===== config.mk =====
export PLATFORM = sky130hd
export DESIGN_NAME = cfg_eeprom_loader
export DESIGN_NICKNAME = d
export VERILOG_FILES = /design/src/rtl/cel_pkg.sv /design/src/rtl/cel_prescaler.sv /design/src/rtl/cel_sequencer.sv /design/src/rtl/cel_image.sv /design/src/rtl/cfg_eeprom_loader.sv
export SDC_FILE = /design/constraint.sdc
export NUM_CORES = 1
export LEC_CHECK = 0
export BUFFER_PORTS_ARGS = -buffer_cell sky130_fd_sc_hd__buf_2
export CAP_MARGIN = 20
export CELL_PAD_IN_SITES_DETAIL_PLACEMENT = 2
export CELL_PAD_IN_SITES_GLOBAL_PLACEMENT = 2
export CORE_MARGIN = 5
export CORE_UTILIZATION = 44
export DETAILED_ROUTE_END_ITERATION = 10
export GPL_ROUTABILITY_DRIVEN = 0
export PLACE_DENSITY = 0.95
export SYNTH_ARGS = -nofsm -noshare
export SYNTH_HDL_FRONTEND = slang
export SYNTH_SLANG_ARGS = --single-unit
export TNS_END_PERCENT = 20

===== constraint.sdc =====
create_clock -name clk_i -period 5.4 [get_ports clk_i]
set_input_delay 0.81 -clock clk_i [delete_from_list [all_inputs] [get_ports clk_i]]
set_output_delay 0.81 -clock clk_i [all_outputs]
set_load 0.02 [all_outputs]

===== src/rtl/cel_pkg.sv =====
package cel_pkg;
  localparam int unsigned WW = 16;
  localparam int unsigned AW = 6;
  localparam logic [1:0] READ_OP = 2'b10;        // upper bits of 0x80 | addr
  localparam logic [3:0] CMD_LAST = 4'd8;
  localparam logic [3:0] DATA_LAST = 4'd15;
  localparam logic [WW-1:0] SIGNATURE = 16'h1234;

  localparam logic [7:0] ID_BYTE = 8'h40;
  localparam logic [7:0] MODE_BYTE = 8'h41;
  localparam logic [7:0] TAG_BYTE = 8'h43;
  localparam int unsigned AN_BIT = 3;

  // bit positions inside the 16-bit word that holds each byte
  localparam int unsigned ID_LSB = ID_BYTE[0] ? 8 : 0;
  localparam int unsigned TAG_LSB = TAG_BYTE[0] ? 8 : 0;
  localparam int unsigned AN_POS = (MODE_BYTE[0] ? 8 : 0) + AN_BIT;

  typedef enum logic [1:0] {ST_GAP, ST_CMD, ST_DATA, ST_IDLE} seq_st_e;
endpackage


===== src/rtl/cel_prescaler.sv =====
module cel_prescaler #(
  parameter int unsigned DIV = 20000
) (
  input  logic clk_i,
  input  logic rst_ni,
  output logic tick_o
);
  localparam int unsigned CW = (DIV > 1) ? $clog2(DIV) : 1;
  localparam logic [CW-1:0] LAST = CW'(DIV - 1);

  logic [CW-1:0] cnt_q;

  always_ff @(posedge clk_i or negedge rst_ni) begin
    if (!rst_ni)            cnt_q <= '0;
    else if (cnt_q == LAST) cnt_q <= '0;
    else                    cnt_q <= cnt_q + 1'b1;
  end

  assign tick_o = (cnt_q == LAST);
endmodule


===== src/rtl/cel_sequencer.sv =====
module cel_sequencer
  import cel_pkg::*;
(
  input  logic          clk_i,
  input  logic          rst_ni,
  input  logic          tick_i,
  input  logic          ee_do_i,
  output logic          ee_cs_o,
  output logic          ee_sk_o,
  output logic          ee_di_o,
  output logic          word_vld_o,
  output logic          last_o,
  output logic [WW-1:0] word_o,
  output logic [AW-1:0] addr_o
);
  seq_st_e       st_q;
  logic          ph_q;
  logic [3:0]    bit_q;
  logic [AW-1:0] addr_q;
  logic [8:0]    cmd_q;
  logic [WW-1:0] shf_q;
  logic          vld_q, last_q;

  always_ff @(posedge clk_i or negedge rst_ni) begin
    if (!rst_ni) begin
      st_q   <= ST_GAP;
      ph_q   <= 1'b0;
      bit_q  <= '0;
      addr_q <= '0;
      cmd_q  <= '0;
      shf_q  <= '0;
      vld_q  <= 1'b0;
      last_q <= 1'b0;
    end else begin
      vld_q  <= 1'b0;
      last_q <= 1'b0;
      // advance address after the word is handed over; the gap phase covers it
      if (vld_q && !last_q) addr_q <= addr_q + 1'b1;
      if (tick_i) begin
        unique case (st_q)
          ST_GAP: begin
            st_q  <= ST_CMD;
            ph_q  <= 1'b0;
            bit_q <= '0;
            cmd_q <= {1'b1, READ_OP, addr_q};
          end
          ST_CMD: begin
            if (!ph_q) ph_q <= 1'b1;
            else begin
              ph_q  <= 1'b0;
              cmd_q <= {cmd_q[7:0], 1'b0};
              if (bit_q == CMD_LAST) begin
                st_q  <= ST_DATA;
                bit_q <= '0;
              end else bit_q <= bit_q + 1'b1;
            end
          end
          ST_DATA: begin
            if (!ph_q) ph_q <= 1'b1;
            else begin
              ph_q  <= 1'b0;
              shf_q <= {shf_q[WW-2:0], ee_do_i};
              if (bit_q == DATA_LAST) begin
                vld_q  <= 1'b1;
                last_q <= &addr_q;
                st_q   <= (&addr_q) ? ST_IDLE : ST_GAP;
              end else bit_q <= bit_q + 1'b1;
            end
          end
          default: ;
        endcase
      end
    end
  end

  assign ee_cs_o    = (st_q == ST_CMD) || (st_q == ST_DATA);
  assign ee_sk_o    = ee_cs_o & ph_q;
  assign ee_di_o    = (st_q == ST_CMD) & cmd_q[8];
  assign word_vld_o = vld_q;
  assign last_o     = last_q;
  assign word_o     = shf_q;
  assign addr_o     = addr_q;
endmodule


===== src/rtl/cel_image.sv =====
module cel_image
  import cel_pkg::*;
#(
  parameter int unsigned      TAG_W    = 16,
  parameter logic [7:0]       DEF_ID   = 8'd7,
  parameter logic [TAG_W-1:0] DEF_TAGS = TAG_W'(32)
) (
  input  logic             clk_i,
  input  logic             rst_ni,
  input  logic             word_vld_i,
  input  logic             last_i,
  input  logic [WW-1:0]    word_i,
  input  logic [AW-1:0]    addr_i,
  output logic             done_o,
  output logic             valid_o,
  output logic [7:0]       id_o,
  output logic [TAG_W-1:0] tags_o,
  output logic             an_o
);
  logic [WW-1:0]    sum_q, sum_d;
  logic [7:0]       id_b_q, tag_b_q;
  logic             an_b_q;
  logic             done_q, valid_q, an_q;
  logic [7:0]       id_q;
  logic [TAG_W-1:0] tags_q;

  assign sum_d = sum_q + word_i;

  always_ff @(posedge clk_i or negedge rst_ni) begin
    if (!rst_ni) begin
      sum_q   <= '0;
      id_b_q  <= '0;
      tag_b_q <= '0;
      an_b_q  <= 1'b0;
      done_q  <= 1'b0;
      valid_q <= 1'b0;
      id_q    <= DEF_ID;
      tags_q  <= DEF_TAGS;
      an_q    <= 1'b0;
    end else begin
      done_q <= 1'b0;
      if (word_vld_i) begin
        sum_q <= sum_d;
        if (addr_i == ID_BYTE[AW:1])   id_b_q  <= word_i[ID_LSB +: 8];
        if (addr_i == TAG_BYTE[AW:1])  tag_b_q <= word_i[TAG_LSB +: 8];
        if (addr_i == MODE_BYTE[AW:1]) an_b_q  <= word_i[AN_POS];
        if (last_i) begin
          done_q  <= 1'b1;
          valid_q <= (sum_d == SIGNATURE);
          if (sum_d == SIGNATURE) begin
            id_q   <= id_b_q;
            tags_q <= TAG_W'(2) << tag_b_q;
            an_q   <= an_b_q;
          end
        end
      end
    end
  end

  assign done_o  = done_q;
  assign valid_o = valid_q;
  assign id_o    = id_q;
  assign tags_o  = tags_q;
  assign an_o    = an_q;
endmodule


===== src/rtl/cfg_eeprom_loader.sv =====
module cfg_eeprom_loader
  import cel_pkg::*;
#(
  parameter int unsigned      DIV      = 20000,
  parameter int unsigned      TAG_W    = 16,
  parameter logic [7:0]       DEF_ID   = 8'd7,
  parameter logic [TAG_W-1:0] DEF_TAGS = TAG_W'(32)
) (
  input  logic             clk_i,
  input  logic             rst_ni,
  output logic             ee_cs_o,
  output logic             ee_sk_o,
  output logic             ee_di_o,
  input  logic             ee_do_i,
  output logic             done_o,
  output logic             valid_o,
  output logic [7:0]       scsi_id_o,
  output logic [TAG_W-1:0] tag_depth_o,
  output logic             act_neg_o
);
  logic          tick, word_vld, last;
  logic [WW-1:0] word;
  logic [AW-1:0] addr;

  cel_prescaler #(.DIV(DIV)) u_pre (
    .clk_i (clk_i),
    .rst_ni(rst_ni),
    .tick_o(tick)
  );

  cel_sequencer u_seq (
    .clk_i     (clk_i),
    .rst_ni    (rst_ni),
    .tick_i    (tick),
    .ee_do_i   (ee_do_i),
    .ee_cs_o   (ee_cs_o),
    .ee_sk_o   (ee_sk_o),
    .ee_di_o   (ee_di_o),
    .word_vld_o(word_vld),
    .last_o    (last),
    .word_o    (word),
    .addr_o    (addr)
  );

  cel_image #(.TAG_W(TAG_W), .DEF_ID(DEF_ID), .DEF_TAGS(DEF_TAGS)) u_img (
    .clk_i     (clk_i),
    .rst_ni    (rst_ni),
    .word_vld_i(word_vld),
    .last_i    (last),
    .word_i    (word),
    .addr_i    (addr),
    .done_o    (done_o),
    .valid_o   (valid_o),
    .id_o      (scsi_id_o),
    .tags_o    (tag_depth_o),
    .an_o      (act_neg_o)
  );
endmodule


==> qor.yml <==
wl_per_cell_um: 26.2
cts_tree: "built"
core_area_mm2: 0.0132
cts-root-buf: "clkbuf_16"
die_h_um: 126
dieArea_mm2: 0.0159
crit_fanout: 25
timing.rr.start: "u_seq.word_o[4]"
clkPwrFrac_pct: 55.7
p_leak_nw: 3.25
grtUsageTotal_pct: 26.5
ant_nets: 0
wirelength_mm: 20.1
critPathRequiredTime_ns: 5.70
fillCellCount: 1343
synth_top_area_share_pct: 46.5
ctsHoldBuffers: 0
cts_max_level: 4
finalHoldViolations: 0
ys_ff_latch: 114
post-place-ws_ns: 1.47
synth.distinct_cells: 66
design_area_mm2: 0.00676
final_net_count: 607
clock_skew_ns: 0.00993
synthXorXnorAreaFrac_pct: 3.85
area_delta_synth_final_pct: 14.1
r2r-end: "u_img.id_o[3]"
cts_sinks: 114
rows: 42
die_width_um: 126
slew_violations: 0
start_util_pct: 44.7
slew_headroom_pct: 35.6
cts_repair_resize_count: 0
status: "finished, final reports clean"
async_flop_share_pct: 100
path_clk_slew_ns: 0.06
clock.fmax_mhz: 248
setup_tns_ns: 0
synth_edf_count: 0
drive_above_1_share_pct: 21.8
drt_first_pass_iters: 4
yosys.cell_count.top_type: "dfrtp_1"
cts_buffer_depth: 2
synth_cells: 545
grt_start_max_net_pins: 63
tightest_slew_ns: 0.963
drc: 0
maxCapViolCount: 0
numCtsBuffers: 17
yosys.area_share.simple_pct: 14.6
holdWs_ns: 0.480
crit_arrival_ns: 4.34
final_period_minus_worst_setup_slack_ns: 4.04
synth_nets: 574
cpPeakStageDelay_ns: 0.72
r2r_slack_ns: 1.36
hold_class: "input port to async pin"
ys_top_cells_by_area: "dfrtp_1, mux2_2, ha_1, nand2_1, mux2i_1"
syn_avg_cell_area_um2: 10.9
port_buffers: 31
finalCritPeriodShare_pct: 74.8
cpMaxStageDelayCell: "a221oi_1"
ys_top_cells_by_count: "dfrtp_1, nand2_1, mux2_2, inv_1, o21ai_0"
post-cts-setup-buffers: 0
powerDensity_mw_per_mm2: 293
worst_setup_path_start_kind: "flop"
antenna_found_initial: 0
power_frac_seq_pct: 43.3
grt.overflow.total: 0
critPathKind: "flop to flop"
yosys_warnings: 0
yosysSeqAreaShare_pct: 48.3
synthFlopType: "dfrtp_1"
reg2reg_depth: 9
netlist_area_mm2: 0.00592
final_util_pct: 51.0
route.vias.total: 4540
grt_pass1_vias: 5415
synth_compound_area_share_pct: 9.70
p_switching_mw: 0.436
combPwrFrac_pct: 1.0
finalWorstSetupSlack_ns: 1.36
diodes: 0
worstSkewPairLatency_ns: 0.43
p_int_mw: 1.54
worstPathCellList: "ha_1, and3_1, a221oi_1, nor3_1, or4_1, a311oi_1, and4_1, buf_4, mux2_2"
crit_path_end_kind: "flop"
switching_share_pct: 22.0
synth_top_family_by_area: "simple AND/OR/NAND/NOR gates"
dp_hpwl_mm: 12.5
vias_per_cell: 5.92
grt_first_pass_wirelength_mm: 32.5
vdd_ir_drop_max_uv: 388
yosysTopAreaCell: "dfrtp_1"
dr.first_iter.drc_count: 203
synthMuxAreaShare_pct: 13.6
rsz0062_at_grt: "no"
synthAdderAreaFrac_pct: 5.62
detailed_place.area_mm2: 0.00619
io_pins: 33
setup_viol: 0
[cell families (layout without fill, tap and decap cells)]
kind of cell / Yosys count / count (layout)
compound gates: 87 / 87
xor+xnor: 26 / 26
fa+ha+maj: 26 / 26
buf+inv: 54 / 100
flops: 114 / 114
mux: 71 / 71
other cells: 1 / 1
simple gates: 166 / 166
[metal layers]
metal,part of all wire (%),up-vias,track usage (%)
li1,-,2000,-
met1,40,2365,29.7
met2,54,124,48.8
met3,3.3,51,5.80
met4,3.2,0,10.6
met5,0,-,0
[critical path: cells and delay by family, from the launching register on]
kind	cells	cell delay, ns
multiplexers	1	0.39
buffers and inverters	1	0.41
AND/OR/NAND/NOR	4	1.26
AO/OA/AOI/OAI	2	1.04
adder cells (fa/ha/maj)	1	0.38
flip-flops	1	0.42
[power groups by stage]
stage / registers, mW / logic [mW] / clock network [mW]
after detailed placement: 0.871 / 0.0210 / 0
final: 0.856 / 0.0200 / 1.10
after CTS: 0.856 / 0.0211 / 1.11
after floorplan: 0.871 / 0.00176 / 0
after global routing: 0.855 / 0.0238 / 1.16
after global placement: 0.871 / 0.0200 / 0
[cell type report]
cell class                 instances  area (µm²)  share of cell area [%]
multi-input combinational        377        2810                    41.6
sequential                       114        2860                    42.3
timing repair buffer              34         180                    2.67
clock inverter                    11         113                    1.67
tap                              176         220                    3.26
inverter                          34         128                    1.89
clock buffer                      21         450                    6.67
[worst max-delay path by stage]
stage                     cells after the start             from             to  slack [ns]
after global placement                        9  u_seq.word_o[3]  u_img.id_o[3]        1.84
after detailed placement                      9  u_seq.word_o[3]  u_img.id_o[7]        1.47
final                                         9  u_seq.word_o[4]  u_img.id_o[3]        1.36
after global routing                          9  u_seq.word_o[4]  u_img.id_o[7]        1.24
after floorplan                              12  u_seq.word_o[7]     u_img.an_o        2.24
after CTS                                     9  u_seq.word_o[4]  u_img.id_o[3]        1.41
[stage by stage]
| stage | power (mW) | cells |
|---|---|---|
| global route | 2.03 | 767 |
| detailed placement | 0.892 | 735 |
| finish | 1.98 | 767 |
| CTS | 1.99 | 767 |
| floorplan | 0.873 | 545 |
| global placement | 0.891 | 735 |
[state kept, by name, indices dropped and copies added (netlist names), 4 cells and up]
name,count
u_seq.addr_o,6
u_seq.cmd_q,9
u_img.id_b_q,8
u_seq.word_o,16
u_img.tags_o,15
u_img.id_o,8
u_seq.bit_q,4
u_img.tag_b_q,8
u_img.sum_q,16
u_pre.cnt_q,15
[placed cells by master, fill, tap and decap left out, drive strengths merged, types with 5 or more instances in the layout]
cell	instances
nor2b	7
a21oi	18
and2	6
nor4	6
and4	5
mux2i	18
nor3	14
buf	34
ha	25
nand3	20
xnor2	17
inv	33
nand2	53
and3	11
mux2	53
xor2	9
a21o	12
nand4	5
clkbuf	21
nor2	19
clkinv	7
o21ai	28
dfrtp	110
No activity file was read; power rests on OpenSTA's default activity.
